$ cat src/rtl/dprot_pkg.sv
package dprot_pkg;

  typedef enum logic [1:0] {
    SEL_BASE  = 2'd0,
    SEL_LIMIT = 2'd1,
    SEL_CTRL  = 2'd2,
    SEL_NONE  = 2'd3
  } dprot_sel_e;

  localparam int unsigned CTRL_EN_BIT   = 0;
  localparam int unsigned CTRL_STAT_BIT = 1;

endpackage

$ cat src/rtl/dprot_regs.sv
module dprot_regs
  import dprot_pkg::*;
#(
  parameter int unsigned PA_W  = 32,
  parameter int unsigned GRAN  = 20,
  localparam int unsigned BLK_W = PA_W - GRAN
) (
  input  logic             clk,
  input  logic             rst_n,
  input  logic             cap_region,
  input  logic             reg_wr,
  input  logic [1:0]       reg_sel,
  input  logic [PA_W-1:0]  reg_wdata,
  input  logic             prot_active,
  output logic [BLK_W-1:0] base_blk,
  output logic [BLK_W-1:0] lim_blk,
  output logic             ctl_en,
  output logic             wr_base_ok,
  output logic             wr_lim_ok,
  output logic [PA_W-1:0]  reg_rdata
);

  dprot_sel_e sel;
  logic       unlocked;
  logic       wr_ctl;

  assign sel        = dprot_sel_e'(reg_sel);
  // Base/limit are writable only when supported and not frozen by active protection
  assign unlocked   = cap_region && !prot_active;
  assign wr_base_ok = reg_wr && unlocked && (sel == SEL_BASE);
  assign wr_lim_ok  = reg_wr && unlocked && (sel == SEL_LIMIT);
  assign wr_ctl     = reg_wr && (sel == SEL_CTRL);

  always_ff @(posedge clk) begin
    if (!rst_n) begin
      base_blk <= '0;
      lim_blk  <= '0;
      ctl_en   <= 1'b0;
    end else begin
      if (wr_base_ok) base_blk <= reg_wdata[PA_W-1:GRAN];
      if (wr_lim_ok)  lim_blk  <= reg_wdata[PA_W-1:GRAN];
      if (wr_ctl)     ctl_en   <= reg_wdata[CTRL_EN_BIT];
    end
  end

  function automatic logic [PA_W-1:0] blk_word(input logic [BLK_W-1:0] blk,
                                               input logic present);
    return present ? {blk, {GRAN{1'b0}}} : '0;
  endfunction

  always_comb begin
    reg_rdata = '0;
    unique case (sel)
      SEL_BASE:  reg_rdata = blk_word(base_blk, cap_region);
      SEL_LIMIT: reg_rdata = blk_word(lim_blk, cap_region);
      SEL_CTRL: begin
        reg_rdata[CTRL_EN_BIT]   = ctl_en;
        reg_rdata[CTRL_STAT_BIT] = prot_active;
      end
      SEL_NONE:  reg_rdata = '0;
    endcase
  end

endmodule

$ cat config.mk
export PLATFORM = sky130hd
export DESIGN_NAME = dprot_regs
export DESIGN_NICKNAME = d
export VERILOG_FILES = /design/src/rtl/dprot_pkg.sv /design/src/rtl/dprot_regs.sv
export SDC_FILE = /design/constraint.sdc
export NUM_CORES = 1
export LEC_CHECK = 0
export BUFFER_PORTS_ARGS = -buffer_cell sky130_fd_sc_hd__buf_2
export CORE_MARGIN = 5
export CORE_UTILIZATION = 43
export CTS_CLUSTER_DIAMETER = 40
export CTS_CLUSTER_SIZE = 28
export DETAILED_ROUTE_END_ITERATION = 8
export PLACE_DENSITY = 0.9
export SLEW_MARGIN = 30
export SYNTH_ARGS = -nofsm -noshare
export SYNTH_HDL_FRONTEND = slang
export SYNTH_SLANG_ARGS = --single-unit
$ cat constraint.sdc
create_clock -name clk -period 3.2 [get_ports clk]
set_input_delay 0.32 -clock clk [delete_from_list [all_inputs] [get_ports clk]]
set_output_delay 0.32 -clock clk [all_outputs]
set_load 0.02 [all_outputs]
Yosys cells after proc, flatten, opt, wreduce, memory -nomap -nowiden
Index checks and enable logic that the tools add are counted.
{ "totals": {"wordCells": 17, "reg_bits": 25, "input_bits": 39, "output_inout_bits": 59} }
{ "classes": {"n_mux": 4, "eq_ne": 3, "reduce_logical": 7} }
{ "ops": {"columns": ["operator", "n"], "rows": [
  ["$mux W32", 2],
  ["$pmux W30 S2", 1],
  ["$pmux W2 S4", 1],
  ["$logic_and A1 B1 Y1", 5],
  ["$eq A2 B2 Y1 const B", 2],
  ["$eq A2 B1 Y1 const B", 1],
  ["$logic_not A2 Y1", 1],
  ["$logic_not A1 Y1", 1]
]} }

Longest topological paths before layout
Gate-level depths: netlist of run 1.
{ "depth": {"ltp_word": 4, "depth_mapped": 5, "depth_no_buf": 3} }

Worst setup path before layout of run 1
No wires, ideal clock.
{ "synth_timing": {"kind": "in2out", "startpoint": "in reg_sel[0]", "endpoint": "out reg_rdata[21]", "path_buffers": 2, "required_ns": 2.880, "arrival_time_ns": 1.176, "path_stages": 4, "slack_ns": 1.704, "cell_sequence": "buf_2 buf_2 mux2i_1 nor2_1"} }
{ "synth_between": {"elab_chain_cells": 2, "word_cells_on_any_way": 3, "cone_classes": "eq/ne (1); mux (1); reduce/logical (1)"} }
{ "synth_lines": {"columns": ["element", "line_no", "text"], "rows": [
  ["from (decl)", "dprot_regs.sv:12", "input logic [1:0] reg_sel,"],
  ["$eq A2 B1 Y1 / $logic_not A2 Y1 (equally long branches)", "dprot_regs.sv:53", "unique case (sel)"],
  ["$pmux W30 S2 *", "dprot_regs.sv:53", null],
  ["to (decl)", "dprot_regs.sv:20", "output logic [PA_W-1:0] reg_rdata"]
]} }
Every way passes the cells marked *; elsewhere a longest branch is shown, timed or not.

Worst setup path in the final report of run 1
{ "layout_timing": {"startpoint": "in prot_active", "endpoint": "out wr_base_ok"} }
{ "layout_between": {"elab_chain_cells": 4} }
{ "layout_lines": {"columns": ["element", "line_no", "text"], "rows": [
  ["from (decl)", "dprot_regs.sv:14", "input logic prot_active,"],
  ["$logic_not A1 Y1", "dprot_regs.sv:29", "assign unlocked = cap_region && !prot_active;"],
  ["$logic_and A1 B1 Y1", "dprot_regs.sv:29", null],
  ["$logic_and A1 B1 Y1 (2 in series)", "dprot_regs.sv:30", "assign wr_base_ok = reg_wr && unlocked && (sel == SEL_BASE);"],
  ["to (decl)", "dprot_regs.sv:18", "output logic wr_base_ok,"]
]} }
No other way between the ends.

==> reports/results.txt, run 1 <==
CTS root buffer = sky130_fd_sc_hd__clkbuf_4
Warnings, synthesis = 0
Fraction of the yosys area taken by sequential cells = 37.5%
Total via count in the routed design = 1083
H-tree levels = 1
Final period utilization = 56.6%
Final HPWL DP = 2.14 mm
Element type at the critical path start = primary input
Terminating pin of the worst hold path = ctl_en
Clock insertion delay at the later pin of the skew report = 0.31 ns
Fraction of layout instances using a drive strength above 1 = 33.3%
Fill cell count = 298
Fin. max-slew vios = 0
Total of buffers placed on input and output ports = 60
Total die area = 4320 um^2
Synth area leaders = sky130_fd_sc_hd__dfxtp_1, sky130_fd_sc_hd__mux2i_1, sky130_fd_sc_hd__buf_4
Clock input transition at the sequential cells of the worst setup and hold paths = 0.13 ns
Average via count per standard cell = 4.42
Area occupied by multi-input gates = 692 um^2
Max Freq = 552 MHz
First-pass GRT wire length = 4.55 mm
Min Hold Slack = 0.256 ns
Worst hold path cell count = 3
Height of the chip = 65.7 um
Total area of sequential cells = 500 um^2
Leak = 0.000883 uW
Clock buffers created by TritonCTS = 3
Wirelength per Cell = 11.9 um
Core occupancy in the finished layout = 52.1%
Fraction of post-synthesis cell area in the top cell type by area = 37.5%
Number of endpoints with negative hold slack in the final report = 0
Die Width = 65.7 um
Setup slack, reg-to-reg = 2.56 ns
Final antenna diode count = 0
Number of buffers inserted by hold repair at cts = 0
Hold Path Class = in -> reg
Maximum number of pins on one net before global-route repair = 38
Number of global-route vias before repair = 1024
Tightest Pin Transition = 0.589 ns
DRC violations left = 0
Kind of critical path = in -> out
Unique masters post-synth = 18
Placer's final routability congestion estimate = 0.667
Number of top-level pins = 98
Largest fanout on the critical path = 13
Total congestion overflow = 0
Cell type contributing the most total cell area after synthesis = sky130_fd_sc_hd__dfxtp_1
Post-synthesis instance total = 148
All-Layer GR Usage = 13.5%
Hold Path Origin = reg_wdata[0]
Depth of the worst register-to-register path = 2
Fin crit period = 1.81 ns
Power density of the placed cells = 341 nW/um^2
Number of antenna violations at the first check in global routing = 0
Post-Synthesis Mean Instance Area = 9.03 um^2
Arrival time of the worst setup path = 1.49 ns
Result of the run = complete, no violations
Starting density of the core = 44.1%
Worst Setup End Kind = primary output
Final routed wirelength across all metal layers = 2.91 mm
Net count of the finished layout = 241
RSZ-0062 raised after global routing = false
Setup fix buffers added after clock tree synthesis = 0
Number of endpoints failing setup at the final stage = 0
Clk buf depth = 2
End of the worst register-to-register path = lim_blk[8]
Critical register-to-register path startpoint = lim_blk[8]
Final-layout setup total negative slack = 0 ns
MaxCap Viol Count = 0
Number of core rows = 20
Synthesized flop and latch total = 25
Worst slew margin relative to its limit = 60.8%
Final worst clock skew = 0 ns
Post-cts gate resize count = 0
Clock tree from TritonCTS = done
Iteration-0 DRC Markers = 29
Number of sinks driven by the clock tree = 25
Std-Cell Core Area = 3030 um^2
Required time of the critical path = 2.88 ns
Area Overhead vs Synth = 18.1%
Post-detailed-route count of antenna-violating nets = 0
Syn Std Cell Area = 1340 um^2
Peak supply drop = 0.147 mV
Detailed-router iteration count before antenna repair = 3
==> logic make-up after synthesis <==
family,after synthesis,synth area share (%)
buffers and inverters,29,15.5
DFF,25,37.5
muxes,37,27.7
other,1,0.281
and+or+nand+nor,56,19.0
==> per-layer routing <==
metal,part of all wire (%),vias to the layer above,GRT usage (%),wire [um]
met5,0,-,0,0
met4,0.31,0,4.66,9
met3,9.5,2,3.08,275
met2,47,49,23.8,1380
met1,43,482,15.9,1240
li1,-,550,-,-
==> flip-flops by register name (all words and copies together), names as in the netlist <==
register,cells
lim_blk,12
base_blk,12
ctl_en,1
==> cell usage after synthesis <==
master                     number
sky130_fd_sc_hd__and3b_1        2
sky130_fd_sc_hd__and4bb_4       1
sky130_fd_sc_hd__buf_12         1
sky130_fd_sc_hd__buf_2          3
sky130_fd_sc_hd__buf_4         19
sky130_fd_sc_hd__buf_6          1
sky130_fd_sc_hd__clkbuf_1       4
sky130_fd_sc_hd__conb_1         1
sky130_fd_sc_hd__dfxtp_1       25
sky130_fd_sc_hd__inv_2          1
sky130_fd_sc_hd__mux2i_1       37
sky130_fd_sc_hd__nand2_1       36
sky130_fd_sc_hd__nand2_2        1
sky130_fd_sc_hd__nand2b_1       1
sky130_fd_sc_hd__nand3b_1       1
sky130_fd_sc_hd__nor2_1        12
sky130_fd_sc_hd__nor2b_1        1
sky130_fd_sc_hd__nor2b_4        1
==> final cells by class <==
class,count,area share (%)
Multi-Input combinational cell,111,43.9
Clock buffer,4,1.67
Tap cell,44,3.49
Inverter,1,0.238
Sequential cell,25,31.7
Timing Repair Buffer,60,19.0
==> where the power goes <==
part	switching, uW	internal (uW)
logic	55.5	24.6
registers	2.97	316
clock network	90.5	48.7
==> worst max-delay path, stage by stage <==
cell and delay [ns]:
sky130_fd_sc_hd__buf_2 0.10, sky130_fd_sc_hd__and4bb_4 0.33, sky130_fd_sc_hd__nor2b_4 0.48, sky130_fd_sc_hd__buf_2 0.26
==> worst max path at each step <==
stage	endpoint	slack (ns)	depth (start not counted)	from
2_1_floorplan	reg_rdata[21]	1.70	4	reg_sel[0]
3_5_place_dp	wr_base_ok	1.37	4	prot_active
6_report	wr_base_ok	1.39	4	prot_active
3_3_place_gp	wr_base_ok	1.39	4	prot_active
4_1_cts	wr_base_ok	1.38	4	prot_active
5_1_grt	wr_base_ok	1.33	4	prot_active
==> layout by cell type, fill, tap and decap left out <==
master	netlist	routed
sky130_fd_sc_hd__buf_2	3	60
sky130_fd_sc_hd__conb_1	1	18
sky130_fd_sc_hd__nor2_1	12	12
sky130_fd_sc_hd__nor2b_1	1	1
sky130_fd_sc_hd__nand3b_1	1	1
sky130_fd_sc_hd__nand2_2	1	1
sky130_fd_sc_hd__nand2_1	36	36
sky130_fd_sc_hd__and3b_1	2	2
sky130_fd_sc_hd__clkbuf_4	0	3
sky130_fd_sc_hd__nand2b_1	1	1
sky130_fd_sc_hd__inv_2	1	1
sky130_fd_sc_hd__and4bb_4	1	1
sky130_fd_sc_hd__dfxtp_1	25	25
sky130_fd_sc_hd__clkbuf_1	4	1
sky130_fd_sc_hd__nor2b_4	1	1
sky130_fd_sc_hd__mux2i_1	37	37
==> metrics by stage <==
| stage | std cells | setup WS (ns) | total power (uW) | cell area (um^2) |
|---|---|---|---|---|
| after detailed placement | 241 | 1.37 | 406 | 1550 |
| final | 245 | 1.39 | 538 | 1580 |
| after global placement | 241 | 1.39 | 405 | 1550 |
| after floorplan | 165 | 1.70 | 402 | 1400 |
| after global routing | 245 | 1.33 | 564 | 1580 |
| after CTS | 245 | 1.38 | 544 | 1580 |
(Power assumes the default switching activity.)
==> inputs of run 2 (changes only) <==
--- a/config.mk
+++ b/config.mk
@@ -7,11 +7,11 @@
 export LEC_CHECK = 0
 export BUFFER_PORTS_ARGS = -buffer_cell sky130_fd_sc_hd__buf_2
 export CORE_MARGIN = 5
-export CORE_UTILIZATION = 43
+export CORE_UTILIZATION = 40
 export CTS_CLUSTER_DIAMETER = 40
 export CTS_CLUSTER_SIZE = 28
 export DETAILED_ROUTE_END_ITERATION = 8
-export PLACE_DENSITY = 0.9
+export PLACE_DENSITY = 0.84
 export SLEW_MARGIN = 30
 export SYNTH_ARGS = -nofsm -noshare
 export SYNTH_HDL_FRONTEND = slang
==> constraint.sdc (replaced) <==
create_clock -name clk -period 1.7 [get_ports clk]
set_input_delay 0.17 -clock clk [delete_from_list [all_inputs] [get_ports clk]]
set_output_delay 0.17 -clock clk [all_outputs]
set_load 0.02 [all_outputs]
==> run 2 against run 1 <==
Count of clock-buffer cells in the layout unchanged. Core utilization fell by 3.5 points. Critical path depth unchanged. Worst hold slack worse by 0.14 ns. Non-clock buffer count up 2. Global-route usage is 0.38 points lower. Combinational power up 91%. Clock power up 84%. Clock skew unchanged. Die area up 6.3%. Design area increased by 1.1%. Highest routed layer unchanged.
==> reports/results.txt, run 2 (same netlist as run 1, synthesis figures left out) <==
Most frequent cells in the layout = sky130_fd_sc_hd__buf_2, sky130_fd_sc_hd__mux2i_1, sky130_fd_sc_hd__nand2_1, sky130_fd_sc_hd__dfxtp_1, sky130_fd_sc_hd__conb_1
Sequential share of power = 59.5%
Clock tree from TritonCTS = done
Largest fanout on the critical path = 8
Placed Instance Area = 1570 um^2
Fin crit period = 1.34 ns
Clock buffers created by TritonCTS = 3
Slowest CP cell = sky130_fd_sc_hd__nor2b_4
Leak = 0.000893 uW
Setup fix buffers added after clock tree synthesis = 0
Final routed wirelength across all metal layers = 2.99 mm
Clock Power Share = 25.4%
Clk buf depth = 2
Fill cell count = 340
Required time of the critical path = 1.53 ns
H-tree levels = 1
Largest registers = base_blk: 12 flops, lim_blk: 12 flops, ctl_en: 1 flops
Number of sinks driven by the clock tree = 25
All-Layer GR Usage = 13.1%
Number of buffers inserted by hold repair at cts = 0
Number of top-level pins = 98
Switching portion of total power = 27.3%
Family with the most delay on the worst path = simple AND/OR/NAND/NOR gates
Wirelength per Cell = 12.0 um
Min Hold Slack = 0.115 ns
Most common cell after layout, fill and taps aside = sky130_fd_sc_hd__buf_2
Number of antenna violations at the first check in global routing = 0
Average via count per standard cell = 4.46
Area Overhead vs Synth = 19.4%
Number of global-route vias before repair = 1032
First-pass GRT wire length = 4.62 mm
Max Freq = 744 MHz
Final HPWL DP = 2.20 mm
MaxCap Viol Count = 0
Total via count in the routed design = 1110
Detailed-router iteration count before antenna repair = 4
Final-layout setup total negative slack = 0 ns
Net count of the finished layout = 243
Post-cts gate resize count = 0
P_sw = 275 uW
Maximum number of pins on one net before global-route repair = 38
CTS root buffer = sky130_fd_sc_hd__clkbuf_4
Crit path top cell by count = sky130_fd_sc_hd__buf_2
Starting density of the core = 40.7%
Die Width = 67.8 um
Total Power Consumption = 1010 uW
Critical path, cell by cell = buf_2, and4bb_4, nor2b_4, buf_2
Total die area = 4600 um^2
Core occupancy in the finished layout = 48.6%
RSZ-0062 raised after global routing = false
Total of buffers placed on input and output ports = 60
Fraction of layout instances using a drive strength above 1 = 34.0%
Number of endpoints with negative hold slack in the final report = 0
Post-detailed-route count of antenna-violating nets = 0
DRC violations left = 0
Placer's final routability congestion estimate = 0.668
Std-Cell Core Area = 3280 um^2
Final period utilization = 79.1%
Power density of the placed cells = 632 nW/um^2
Peak supply drop = 0.320 mV
Hold Path Class = in -> reg
Final antenna diode count = 0
Kind of critical path = in -> out
Critical path's largest stage delay = 0.34 ns
Clock insertion delay at the later pin of the skew report = 0.31 ns
Internal power component = 733 uW
Clock input transition at the sequential cells of the worst setup and hold paths = 0.13 ns
Worst Setup End Kind = primary output
Height of the chip = 67.8 um
Fin. max-slew vios = 0
Arrival time of the worst setup path = 1.17 ns
Result of the run = complete, no violations
Number of endpoints failing setup at the final stage = 0
Iteration-0 DRC Markers = 35
Worst slew margin relative to its limit = 59.4%
Final standard cell area without fillers = 1600 um^2
Final worst clock skew = 0 ns
Crit path buffers/inverters = 2
Total congestion overflow = 0
Comb pwr share = 15.1%
Element type at the critical path start = primary input
Tightest Pin Transition = 0.609 ns
Number of core rows = 21
run 2: cell types whose count changed in the layout (fill, tap and decap cells not counted):
cell / before / now
sky130_fd_sc_hd__buf_4: 0 / 2
run 2: worst paths after layout:
| check | depth (start not counted) | to | slack (ns) | from |
|---|---|---|---|---|
| worst max register to register | 2 | lim_blk[9] | 1.06 | lim_blk[9] |
| worst min register to register | 2 | lim_blk[4] | 0.48 | lim_blk[4] |
| worst min-delay path | 3 | lim_blk[3] | 0.12 | reg_wdata[23] |
| worst max-delay path | 4 | wr_base_ok | 0.36 | prot_active |
run 2: final cells by class:
cell class	instances	area (um^2)	area share (%)
multi-input combinational	111	692	43.4
sequential	25	500	31.4
timing repair buffer	62	315	19.8
tap	46	57.6	3.61
clock buffer	4	26.3	1.65
inverter	1	3.75	0.235
run 2: power groups by stage:
stage | Combinational [uW] | Sequential, uW | Clock, uW
after CTS | 153 | 600 | 275
after detailed placement | 153 | 613 | 0
after global placement | 151 | 612 | 0
after floorplan | 134 | 622 | 0
after global routing | 169 | 601 | 303
final | 153 | 599 | 256
run 2: per-layer routing:
layer / track usage (%) / wire [um] / vias to the layer above
met4: 3.72 / 13 / 0
met2: 22.6 / 1430 / 45
li1: - / - / 555
met1: 15.8 / 1230 / 508
met5: 0 / 0 / -
met3: 3.83 / 316 / 2
run 2: worst reg2reg max path: cells and delay by family, from the launching register on:
| family | cells | cell delay, ns |
|---|---|---|
| muxes | 1 | 0.14 |
| and+or+nand+nor | 1 | 0.06 |
| DFF | 1 | 0.38 |
run 2: metrics by stage:
step,setup WS [ns],instances
4_1_cts,0.355,249
3_5_place_dp,0.246,245
3_3_place_gp,0.253,245
2_1_floorplan,0.504,165
6_report,0.355,249
5_1_grt,0.327,249
